File: config.mk
export PLATFORM = sky130hd
export DESIGN_NAME = irq_flag_ctrl
export DESIGN_NICKNAME = d
export VERILOG_FILES = /design/src/rtl/irq_ctrl_pkg.sv /design/src/rtl/irq_reg_decode.sv /design/src/rtl/irq_bit_reg.sv /design/src/rtl/irq_flag_ctrl.sv
export SDC_FILE = /design/constraint.sdc
export NUM_CORES = 1
export LEC_CHECK = 0
export BUFFER_PORTS_ARGS = -buffer_cell sky130_fd_sc_hd__buf_2
export CORE_MARGIN = 4
export CORE_UTILIZATION = 53
export DETAILED_ROUTE_END_ITERATION = 12
export PLACE_DENSITY_LB_ADDON = 0.05
export SYNTH_ARGS = -nofsm -noshare
export SYNTH_HDL_FRONTEND = slang
export SYNTH_HIERARCHICAL = 1
export SYNTH_SLANG_ARGS = --single-unit
File: constraint.sdc
create_clock -name clk -period 2.6 [get_ports clk]
set_input_delay 0.52 -clock clk [delete_from_list [all_inputs] [get_ports clk]]
set_output_delay 0.52 -clock clk [all_outputs]
set_load 0.03 [all_outputs]
File: src/rtl/irq_ctrl_pkg.sv
package irq_ctrl_pkg;
    localparam int unsigned DATA_W = 8;
    localparam int unsigned FLAG_W = DATA_W - 1;
    localparam int unsigned ADDR_W = 4;
    localparam int unsigned SRC_N  = 3;

    // source index: 0 = shifter, 1 = second timer, 2 = first timer
    localparam logic [SRC_N-1:0][ADDR_W-1:0] SRC_BIT     = {4'd6, 4'd5, 4'd2};
    localparam logic [SRC_N-1:0][ADDR_W-1:0] SRC_CLR_OFS = {4'd4, 4'd8, 4'd10};
    localparam logic [SRC_N-1:0]             SRC_TO_IRQ  = 3'b101;

    localparam logic [ADDR_W-1:0] FLAG_OFS = 4'd13;
    localparam logic [ADDR_W-1:0] EN_OFS   = 4'd14;

    function automatic logic [FLAG_W-1:0] irq_mask();
        logic [FLAG_W-1:0] m;
        m = '0;
        for (int i = 0; i < SRC_N; i++) begin
            if (SRC_TO_IRQ[i]) m[SRC_BIT[i]] = 1'b1;
        end
        return m;
    endfunction

    typedef struct packed {
        logic [FLAG_W-1:0] bits;
    } vec_state_t;

    typedef struct packed {
        logic irq;
    } out_state_t;
endpackage

File: src/rtl/irq_reg_decode.sv
module irq_reg_decode
    import irq_ctrl_pkg::*;
(
    input  logic [SRC_N-1:0]  src_set_i,
    input  logic [ADDR_W-1:0] addr_i,
    input  logic              wr_i,
    input  logic              rd_i,
    input  logic [DATA_W-1:0] wdata_i,
    output logic [FLAG_W-1:0] flag_set_o,
    output logic [FLAG_W-1:0] flag_clr_o,
    output logic [FLAG_W-1:0] en_set_o,
    output logic [FLAG_W-1:0] en_clr_o
);
    always_comb begin
        flag_set_o = '0;
        flag_clr_o = '0;
        en_set_o   = '0;
        en_clr_o   = '0;
        for (int i = 0; i < SRC_N; i++) begin
            if (src_set_i[i]) flag_set_o[SRC_BIT[i]] = 1'b1;
            if (rd_i && (addr_i == SRC_CLR_OFS[i])) flag_clr_o[SRC_BIT[i]] = 1'b1;
        end
        if (wr_i && (addr_i == FLAG_OFS)) begin
            flag_clr_o = flag_clr_o | wdata_i[FLAG_W-1:0];
        end
        if (wr_i && (addr_i == EN_OFS)) begin
            if (wdata_i[DATA_W-1]) en_set_o = wdata_i[FLAG_W-1:0];
            else                   en_clr_o = wdata_i[FLAG_W-1:0];
        end
    end
endmodule

File: src/rtl/irq_bit_reg.sv
module irq_bit_reg
    import irq_ctrl_pkg::*;
#(
    parameter logic [FLAG_W-1:0] KEEP_MASK = '1
) (
    input  logic              clk,
    input  logic              rst_n,
    input  logic [FLAG_W-1:0] set_i,
    input  logic [FLAG_W-1:0] clr_i,
    output logic [FLAG_W-1:0] q_o
);
    vec_state_t st_d, st_q;

    // set takes priority over clear in the same cycle
    always_comb begin
        st_d.bits = ((st_q.bits & ~clr_i) | set_i) & KEEP_MASK;
    end

    always_ff @(posedge clk or negedge rst_n) begin
        if (!rst_n) st_q <= '0;
        else        st_q <= st_d;
    end

    assign q_o = st_q.bits;
endmodule

File: src/rtl/irq_flag_ctrl.sv
module irq_flag_ctrl
    import irq_ctrl_pkg::*;
(
    input  logic              clk,
    input  logic              rst_n,
    input  logic              sr_set_i,
    input  logic              t1_set_i,
    input  logic              t2_set_i,
    input  logic [ADDR_W-1:0] reg_addr_i,
    input  logic              reg_wr_i,
    input  logic              reg_rd_i,
    input  logic [DATA_W-1:0] reg_wdata_i,
    output logic [DATA_W-1:0] reg_rdata_o,
    output logic              irq_o
);
    localparam logic [FLAG_W-1:0] IRQ_MASK = irq_mask();

    function automatic logic [FLAG_W-1:0] src_mask();
        logic [FLAG_W-1:0] m;
        m = '0;
        for (int i = 0; i < SRC_N; i++) m[SRC_BIT[i]] = 1'b1;
        return m;
    endfunction
    localparam logic [FLAG_W-1:0] FLAG_MASK = src_mask();

    logic [SRC_N-1:0]  src_set;
    logic [FLAG_W-1:0] flag_set, flag_clr, en_set, en_clr;
    logic [FLAG_W-1:0] flag_q, en_q;
    logic              pending;
    out_state_t        out_d, out_q;

    assign src_set = {t1_set_i, t2_set_i, sr_set_i};

    irq_reg_decode u_decode (
        .src_set_i  (src_set),
        .addr_i     (reg_addr_i),
        .wr_i       (reg_wr_i),
        .rd_i       (reg_rd_i),
        .wdata_i    (reg_wdata_i),
        .flag_set_o (flag_set),
        .flag_clr_o (flag_clr),
        .en_set_o   (en_set),
        .en_clr_o   (en_clr)
    );

    irq_bit_reg #(.KEEP_MASK(FLAG_MASK)) u_flags (
        .clk   (clk),
        .rst_n (rst_n),
        .set_i (flag_set),
        .clr_i (flag_clr),
        .q_o   (flag_q)
    );

    irq_bit_reg #(.KEEP_MASK('1)) u_enables (
        .clk   (clk),
        .rst_n (rst_n),
        .set_i (en_set),
        .clr_i (en_clr),
        .q_o   (en_q)
    );

    assign pending = |(flag_q & en_q);

    always_comb begin
        case (reg_addr_i)
            FLAG_OFS: reg_rdata_o = {pending, flag_q};
            EN_OFS:   reg_rdata_o = {1'b1, en_q};
            default:  reg_rdata_o = '0;
        endcase
    end

    always_comb begin
        out_d.irq = |(flag_q & en_q & IRQ_MASK);
    end

    always_ff @(posedge clk or negedge rst_n) begin
        if (!rst_n) out_q <= '0;
        else        out_q <= out_d;
    end

    assign irq_o = out_q.irq;
endmodule

==> results of run 1 <==
[registers in the layout (all words and copies together), names as in the netlist]
signal,flops
irq_o,1
u_enables/q_o,7
u_flags/q_o,3
[through the flow]
step / setup slack (ps) / total power [mW] / utilization [%] / std cells
6_report: 446 / 0.457 / 63.0 / 134
2_1_floorplan: 724 / 0.307 / - / 97
3_5_place_dp: 437 / 0.343 / 61.1 / 130
4_1_cts: 436 / 0.462 / 63.0 / 134
5_1_grt: 316 / 0.492 / 63.0 / 134
3_3_place_gp: 487 / 0.339 / 61.1 / 130
[power by group through the flow]
stage                     clock network, mW  registers [mW]  logic, mW
after floorplan                           0           0.227     0.0808
after global placement                    0           0.221      0.118
after detailed placement                  0           0.222      0.121
after CTS                             0.122           0.219      0.121
after global routing                  0.135           0.223      0.134
final                                 0.118           0.219      0.120
[area by class of cell]
cell class                 instances  area share, %
clock inverter                     1          0.528
clock buffer                       3           2.37
timing repair buffer              27           14.2
sequential                        11           29.0
inverter                          10           3.96
tap                               16           2.11
multi-input combinational         66           47.8
[worst min path at each step]
| stage | start | end | slack, ps | cells past startpoint |
|---|---|---|---|---|
| 3_5_place_dp | rst_n | irq_o | 410 | 1 |
| 5_1_grt | rst_n | u_enables/q_o[3] | 100 | 1 |
| 4_1_cts | rst_n | u_enables/q_o[3] | 110 | 1 |
| 2_1_floorplan | rst_n | irq_o | 220 | 0 |
| 3_3_place_gp | rst_n | irq_o | 410 | 1 |
| 6_report | rst_n | u_enables/q_o[0] | 110 | 1 |
[layer usage]
metal / vias up / share of wire [%] / wire [um]
met3: 2 / 8.0 / 145
met2: 25 / 47 / 854
met5: - / 0 / 0
met1: 351 / 44 / 796
li1: 374 / - / -
met4: 0 / 0.44 / 8
[placed cells by master, fill, tap and decap left out, types with 2 or more instances in the layout]
cell type and count:
and3_2 3, a31oi_1 3, nor2b_1 2, a22o_1 2, dfrtp_1 11, nand2_1 2
conb_1 4, a21o_1 10, nor2_1 7, and4b_4 2, and3_1 10, buf_2 27
clkbuf_4 3, nor3b_1 4, inv_1 10, a22oi_1 8
==> flow_summary.ini, run 1 <==
[power_and_ir_drop]
irDropWorstVdd_v = 0.000281
p_leak_nw = 0.512
clkPwrFrac_pct = 25.8
p_int_mw = 0.310
p_per_area_nw_per_um2 = 482
switchingPower_mw = 0.147
comb_power_share_pct = 26.3
seqPwrFrac_pct = 47.8
p_sw_share_pct = 32.2

[setup_path]
regToRegSetupSlack_ps = 1820
startpoint = reg_addr_i[0]
worst-r2r-cell-count = 1
reg2reg_from = u_enables/q_o[2]
cp-endpoint = reg_rdata_o[7]
max_stage_delay_ps = 490
cp_cell_sequence = buf_2, nor2b_1, o21bai_1, a31oi_1, buf_2
end_kind = primary output
slowest_stage = nor2b_1
crit_cells = 5
cp_num_buf_inv = 2
critical_path_class = in2out
startpoint_type = input pin
rr_endpoint = irq_o
cpMostUsedCell = buf_2
worstPathArrival_ps = 1630
crit_family = simple AND/OR/NAND/NOR gates
cp_max_fo = 8
crit_required_ps = 2080

[clocking]
h-tree-depth = 1
hold_buffers = 0
cts_inserted_buffers = 3
cts-resized-gates = 0
clock_latency_ps = 270
cts_tree = done
cts.sinks = 11
cts_max_path_buffers = 2
postCtsSetupBuffers = 0
root_buffer = clkbuf_4
clkTransAtPathRegs_ps = 80

[cells_and_area]
multi_input_area_um2 = 453
fin_area_um2 = 948
drive_gt1_share_pct = 33.9
layout.nets = 138
seq_area_um2 = 275
n_fill_cell = 130
area_growth_pct = 13.3
diodes = 0

[global_route]
grt_max_degree = 14
grt.busiest_layer = met2
grt_use_total_pct = 18.5
grt_util_met2_pct = 29.3
grt_pass1_wl_um = 2950
grt.overflow.total = 0
antenna_found_initial = 0
met1_usage_pct = 25.3
grt_pass1_vias = 654
use_met3_pct = 4.51

[hold_path]
worstHoldPathType = in2async

[detailed_routing]
dr.pass1.iters = 4
antenna_left = 0
wire_per_inst_um = 13.5
drt-vias-per-instance = 5.61
routed_wl_um = 1810
drt_iter0_drc = 21
dr_total_vias = 752
drcViolationCount = 0

[synthesis]
synth_cells = 94
yosys_warnings = 6
netlist_area_um2 = 837
avgSynthCellArea_um2 = 8.90

[timing]
setup-tns-final_ps = 0
hold_ws_ps = 105
setup_viol = 0
skew_ps = 2.41
fmax_mhz = 464
hold_violations = 0
rsz0062_at_grt = false
max_slew_margin_pct = 63.3
period_share_pct = 82.9
slew_violations = 0
worst_pin_slew_ps = 549
min_period_ps = 2150

[run_status]
status = completed

[placement]
dp_hpwl_um = 1390
dpl_cell_area_um2 = 921
portBuffers = 27
gp_congestion = 0.805

[die]
die_w_um = 47.7
row_count = 14
io_pins = 28
floorplan.core_area_um2 = 1510
dieArea_um2 = 2280
start_util_pct = 55.6
die_h_um = 47.7

[flow_run]
drv_cap = 0
(Power assumes the default switching activity.)
==> inputs of run 2 (changes only) <==
- CORE_ASPECT_RATIO: not set -> 0.75
- CORE_UTILIZATION: 53 -> 50
- clock period: 2.6 -> 2.3 ns (I/O delays scaled with it)
==> run 2 against run 1 <==
Effect of this change: clock-buffer cell count rose by 1; first-iteration DRC count grew 38%; worst hold slack worse by 54 ps; power up 13%; die area is 5.3% higher; sequential share of layout area is 0.38 points lower; critical path type unchanged; largest power group unchanged; highest routed layer unchanged.
==> flow_summary.ini, run 2 (same netlist as run 1, synthesis figures left out) <==
[timing]
slew_violations = 0
min_period_ps = 1950
period_share_pct = 84.9
setup_viol = 0
setup-tns-final_ps = 0
fmax_mhz = 512
rsz0062_at_grt = false
skew_ps = 0.562
finalWorstSetupSlack_ps = 347
hold_violations = 0

[cells_and_area]
utilization_pct = 62.7
fin_cells = 140
diodes = 0
final_common_cell = buf_2
fin_area_um2 = 961
largest_reg_flops = 7
layout.nets = 139
n_fill_cell = 153
area_growth_pct = 14.8
layout_common_cells = buf_2, dfrtp_1, and3_1, inv_1, a21o_1
drive_gt1_share_pct = 33.6

[global_route]
grt.overflow.total = 0
antenna_found_initial = 0
grt_max_degree = 14
grt_pass1_wl_um = 2990
grt_use_total_pct = 16.3
use_met3_pct = 6.55
grt_util_met2_pct = 24.5
met1_usage_pct = 20.7
grt.busiest_layer = met2
grt_pass1_vias = 667

[detailed_routing]
antenna_left = 0
drt-vias-per-instance = 5.34
drt_iter0_drc = 29
dr_total_vias = 748
wire_per_inst_um = 13.2
dr.pass1.iters = 4
routed_wl_um = 1840
drcViolationCount = 0

[setup_path]
critical_path_class = in2out
cp_num_buf_inv = 2
crit_required_ps = 1840
max_stage_delay_ps = 370
cp_max_fo = 9
worstPathArrival_ps = 1490
cp_cell_sequence = buf_2, nor2b_2, o21bai_1, a31oi_1, buf_2
crit_family = buffers and inverters
end_kind = primary output
slowest_stage = nor2b_2
cpMostUsedCell = buf_2
startpoint_type = input pin

[die]
start_util_pct = 54.7
row_count = 12
io_pins = 28
die_h_um = 43.4
die_w_um = 55.2
floorplan.core_area_um2 = 1530
dieArea_um2 = 2400

[clocking]
cts_inserted_buffers = 3
clkTransAtPathRegs_ps = 70
cts_max_path_buffers = 2
postCtsSetupBuffers = 0
clock_latency_ps = 260
cts_tree = done
cts.sinks = 11
root_buffer = clkbuf_4
cts-resized-gates = 0
hold_buffers = 0
h-tree-depth = 1

[placement]
place_ws_ps = 343
gp_congestion = 0.792
dp_cells = 136
portBuffers = 27
dp_hpwl_um = 1430
dpl_cell_area_um2 = 935

[power_and_ir_drop]
irDropWorstVdd_v = 0.000400
p_leak_nw = 0.514
p_per_area_nw_per_um2 = 537

[run_status]
status = completed

[hold_path]
worstHoldPathType = in2async

[flow_run]
drv_cap = 0
## run 2: cell count changes in the layout (fill, tap and decap cells not counted), sizes merged
cell    delta
buf        +1
clkbuf     +1
clkinv     -1
## run 2: power by group
part | internal [mW] | switching [mW]
logic | 0.0628 | 0.0730
registers | 0.224 | 0.0266
clock network | 0.0671 | 0.0624
total | 0.354 | 0.162
## run 2: worst paths after layout
check / start / end / slack (ps) / cells after the start
max: reg_addr_i[1] / reg_rdata_o[7] / 350 / 5
min: rst_n / u_flags/q_o[5] / 50 / 1
max reg2reg: u_enables/q_o[2] / irq_o / 1520 / 1
min reg2reg: u_enables/q_o[2] / u_enables/q_o[2] / 520 / 1
max in group asynchronous: rst_n / u_enables/q_o[4] / 2050 / 1
min in group clk: t2_set_i / u_flags/q_o[5] / 370 / 2
## run 2: area by class of cell
type	instances	area (um^2)	share of cell area [%]
inverter	10	37.5	3.91
sequential	11	275	28.6
tap	21	26.3	2.73
multi-input combinational	66	453	47.1
clock buffer	4	26.3	2.73
timing repair buffer	28	143	14.8
## run 2: through the flow
step                power, mW  hold slack, ps
floorplan               0.347             164
global placement        0.385             345
detailed placement      0.389             341
CTS                     0.521            48.0
global route            0.547            53.9
finish                  0.516            51.3
## run 2: metal layers
metal / routed length [um] / vias to the layer above
li1: - / 379
met5: 0 / -
met4: 21 / 0
met2: 822 / 21
met3: 127 / 2
met1: 873 / 346
